$ cat src/rtl/lfsr_line_pkg.sv
package lfsr_line_pkg;

    localparam int unsigned POS_W = 6;

    typedef logic [POS_W-1:0] pos_t;

    localparam pos_t HOME_POS = '0;
    localparam pos_t LOCK_POS = '1;

    typedef struct packed {
        logic wrap;
        pos_t pos;
    } line_state_t;

    // one shift: right by one, inverted XOR of the two low bits enters at the top
    function automatic pos_t lfsr_next(input pos_t cur);
        pos_t nxt;
        nxt            = cur >> 1;
        nxt[POS_W-1]   = ~(cur[0] ^ cur[1]);
        return nxt;
    endfunction

    // code reached after a number of shifts from the home state
    function automatic pos_t lfsr_at(input int unsigned steps);
        pos_t s;
        s = HOME_POS;
        for (int unsigned i = 0; i < steps; i++) begin
            s = lfsr_next(s);
        end
        return s;
    endfunction

endpackage

$ cat src/rtl/lfsr_line_core.sv
module lfsr_line_core
    import lfsr_line_pkg::*;
#(
    parameter int unsigned LINE_LEN = 57
) (
    input  logic        clk,
    input  logic        rst,
    input  logic        en,
    output line_state_t cur
);

    localparam pos_t END_POS = lfsr_at(LINE_LEN - 1);

    line_state_t nxt;
    logic        at_end;
    logic        locked;

    assign at_end = (cur.pos == END_POS);
    assign locked = (cur.pos == LOCK_POS);

    always_comb begin
        nxt = cur;
        if (en) begin
            nxt.wrap = at_end;
            if (at_end || locked) begin
                nxt.pos = HOME_POS;
            end else begin
                nxt.pos = lfsr_next(cur.pos);
            end
        end
    end

    always_ff @(posedge clk) begin
        if (rst) begin
            cur <= '{wrap: 1'b0, pos: HOME_POS};
        end else begin
            cur <= nxt;
        end
    end

endmodule

$ cat src/rtl/lfsr_line_match.sv
module lfsr_line_match
    import lfsr_line_pkg::*;
#(
    parameter int unsigned NUM_CMP = 2
) (
    input  pos_t                     pos,
    input  logic [NUM_CMP*POS_W-1:0] pats,
    output logic [NUM_CMP-1:0]       hit
);

    for (genvar k = 0; k < NUM_CMP; k++) begin : g_chan
        pos_t pat_k;
        assign pat_k  = pats[k*POS_W +: POS_W];
        assign hit[k] = (pos == pat_k);
    end

endmodule

$ cat src/rtl/lfsr_line_counter.sv
module lfsr_line_counter
    import lfsr_line_pkg::*;
#(
    parameter int unsigned LINE_LEN = 57,
    parameter int unsigned NUM_CMP  = 2
) (
    input  logic                     clk,
    input  logic                     rst,
    input  logic                     en,
    input  logic [NUM_CMP*POS_W-1:0] cmp_pat,
    output logic [NUM_CMP-1:0]       cmp_hit,
    output logic                     line_wrap,
    output logic [POS_W-1:0]         pos
);

    line_state_t st;

    lfsr_line_core #(
        .LINE_LEN (LINE_LEN)
    ) u_core (
        .clk (clk),
        .rst (rst),
        .en  (en),
        .cur (st)
    );

    lfsr_line_match #(
        .NUM_CMP (NUM_CMP)
    ) u_match (
        .pos  (st.pos),
        .pats (cmp_pat),
        .hit  (cmp_hit)
    );

    assign pos       = st.pos;
    assign line_wrap = st.wrap;

endmodule

$ cat config.mk
export PLATFORM = sky130hd
export DESIGN_NAME = lfsr_line_counter
export DESIGN_NICKNAME = d
export VERILOG_FILES = /design/src/rtl/lfsr_line_pkg.sv /design/src/rtl/lfsr_line_core.sv /design/src/rtl/lfsr_line_match.sv /design/src/rtl/lfsr_line_counter.sv
export SDC_FILE = /design/constraint.sdc
export NUM_CORES = 1
export LEC_CHECK = 0
export ABC_CLOCK_PERIOD_IN_PS = 3500
export BUFFER_PORTS_ARGS = -buffer_cell sky130_fd_sc_hd__buf_2
export CAP_MARGIN = 10
export CORE_AREA = 3 3 40 42
export DETAILED_ROUTE_END_ITERATION = 10
export DIE_AREA = 0 0 43 45
export GPL_TIMING_DRIVEN = 0
export PLACE_DENSITY_LB_ADDON = 0.25
export SLEW_MARGIN = 20
export SYNTH_ARGS = -nofsm -noshare
export SYNTH_HDL_FRONTEND = slang
export SYNTH_HIERARCHICAL = 1
export SYNTH_SLANG_ARGS = --single-unit
$ cat constraint.sdc
create_clock -name clk -period 3.5 [get_ports clk]
set_input_delay 0.175 -clock clk [delete_from_list [all_inputs] [get_ports clk]]
set_output_delay 0.175 -clock clk [all_outputs]
set_load 0.03 [all_outputs]
==> run summary <==
clock root buffer: clkbuf_4
final slew viol count: 0
Final WS setup: 1.97 ns
First-pass DRT Iterations: 4
Max Clk Rate: 653 MHz
P_leak: 0.281 nW
vias: 460
max reg flops: 7
die area: 0.00194 mm^2
Post-Synthesis Net Count: 70
metal3 WL: 147 um
chip width: 43 um
layout cells sized above 1: 36.7%
max-cap viol count: 0
max incr delay on CP: 0.51 ns
RSZ-0062 raised after global routing: false
vias in the first global route: 447
postcts setup bufs: 0
crit-path cells: xnor2_1 > nand4_1 > nor3_2 > buf_2
initial antenna violation count: 0
post-synth top area cell: dfxtp_1
layout overhead on the synthesized area: 31.6%
CP bufs+invs: 1
yosys warns: 6
Die H: 45 um
Post-synth EDFFs: 0
Regs by FF count: u_core/cur: 7 flops
Hold Crit Class: input port to flop
CTS tree: yes
FP Rows: 13
setup tns final: 0 ns
R2R depth: 5
hold-fix buffers at CTS: 0
Detail Route Antenna Nets: 0
maximum VDD drop: 0.178 mV
CP arrival: 1.36 ns
Core Region: 0.00128 mm^2
final setup fails: 0
post-synth cell types: 21
Synth area leaders: dfxtp_1 29%, xnor2_1 14%, o41ai_1 7.1%, xor2_1 7.1%, o41ai_4 5.6%
# DRC: 0
DRT iter0 DRCs: 5
Worst Setup Slack post-DPL: 2.11 ns
synthesized area: 490 um^2
Post-Route M1 WL: 546 um
Hold Path Cell Cnt: 3
crit path max fanout: 7
Startpoint Class: flop
gp weighted congestion: 0.739
Reg with most FFs: u_core/cur
post-route minimum period: 1.53 ns
Slew headroom: 74.1%
Final #Nets: 97
Cells after Synth: 53
post-synthesis sequential area ratio: 28.6%
ANT cells: 0
total length of routed met2 wires: 419 um
H-tree Lvls: 1
WL final: 1110 um
most frequent cells in the layout: 22 x buf_2, 8 x xnor2_1, 7 x dfxtp_1
period utilization: 43.8%
Post-CTS Resized: 0
Max Buffers Root-to-Sink: 2
pin count of the biggest net entering global routing: 11
Worst Tran Pin Value: 0.387 ns
Power per Cell Area: 303 mW/mm^2
commonest non-fill, non-tap cell in the layout: buf_2
critical path class: flop to primary output
ys async rst share: 0%
Crit path max-delay family: flip-flops
hpwl dp: 841 um
PortBufs: 22
global-route wire length before repair: 1930 um
Critical Path Slowest Stage Cell: dfxtp_1
GR Overflow Total: 0
GRT Total Usage: 13.1%
drt wl/cell: 11.8 um
ys flop type: dfxtp_1
max layer used: met3
Via density: 4.89
Syn Area/Cell: 9.25 um^2
I/O pins: 24
Worst-path clk slew: 0.05 ns
Starting Density: 38.2%
critical path depth: 4
Setup Skew: 0.00401 ns
CTS Sinks: 7
Critical Path RT: 3.32 ns
Synth top area share: 28.6%
CP endpoint kind: primary output
CTS Buf Count: 3
status: completed
Seq cells post-synth: 7
clock network latency to the later pin of the worst-skew pair: 0.25 ns
Final Hold Viols: 0
==> stage by stage <==
step                      total power, W  hold slack (ns)  instances  area, um^2  utilization (%)
after global placement          0.000126            0.461         90         619             48.2
after global routing            0.000213            0.238         94         646             50.2
after CTS                       0.000200            0.202         94         646             50.2
final                           0.000196            0.209         94         646             50.2
after detailed placement        0.000126            0.464         90         619             48.2
after floorplan                 0.000112            0.354         53         490                -
==> report_power, final <==
group | total, W | internal [W] | switching, W
Combinational | 0.0000369 | 0.0000180 | 0.0000190
Sequential | 0.0000873 | 0.0000823 | 0.00000496
Clock | 0.0000715 | 0.0000434 | 0.0000281
Total | 0.000196 | 0.000144 | 0.0000521
==> cell usage after synthesis, drive strengths merged, types with 2 or more instances <==
cell type and instances:
xnor2 8, dfxtp 7, o41ai 5, a21oi 2, or3b 2, ha 2, o211ai 2, inv 5
or3 2, xor2 4, nor3 2, nand4 2, nor2 3
==> cell type report <==
class	instances	area, um^2
sequential	7	140
tap	15	18.8
inverter	5	18.8
timing repair buffer	22	110
buffer	2	11.3
fill	132	639
clock buffer	4	26.3
multi-input combinational	39	320
==> final timing paths <==
path	startpoint	endpoint	slack [ns]
max	u_core/cur[3]$_SDFFE_PP0P_	cmp_hit[0]	1.97
min	rst	u_core/cur[5]$_SDFFE_PP0P_	0.21
max reg2reg	u_core/cur[0]$_SDFFE_PP0P_	u_core/cur[3]$_SDFFE_PP0P_	2.07
min reg2reg	u_core/cur[2]$_SDFFE_PP0P_	u_core/cur[1]$_SDFFE_PP0P_	0.57
==> cells by family after synthesis <==
logic type	count (synthesis)	share of synthesized area, %
compound gates	9	17.9
flops	7	28.6
fa+ha+maj	2	5.10
buf+inv	7	6.12
simple gates	16	20.9
xor+xnor	12	21.4
==> routing by layer <==
| layer | vias to the layer above | GRT usage, % |
|---|---|---|
| li1 | 241 | - |
| met1 | 195 | 17.6 |
| met2 | 24 | 18.9 |
| met3 | 0 | 3.59 |
| met4 | 0 | 7.23 |
| met5 | - | 0 |
==> worst min-delay path, stage by stage <==
cell and delay (ns):
buf_2 0.08, or3b_1 0.09, o41ai_1 0.05
No activity file was read; power rests on OpenSTA's default activity.
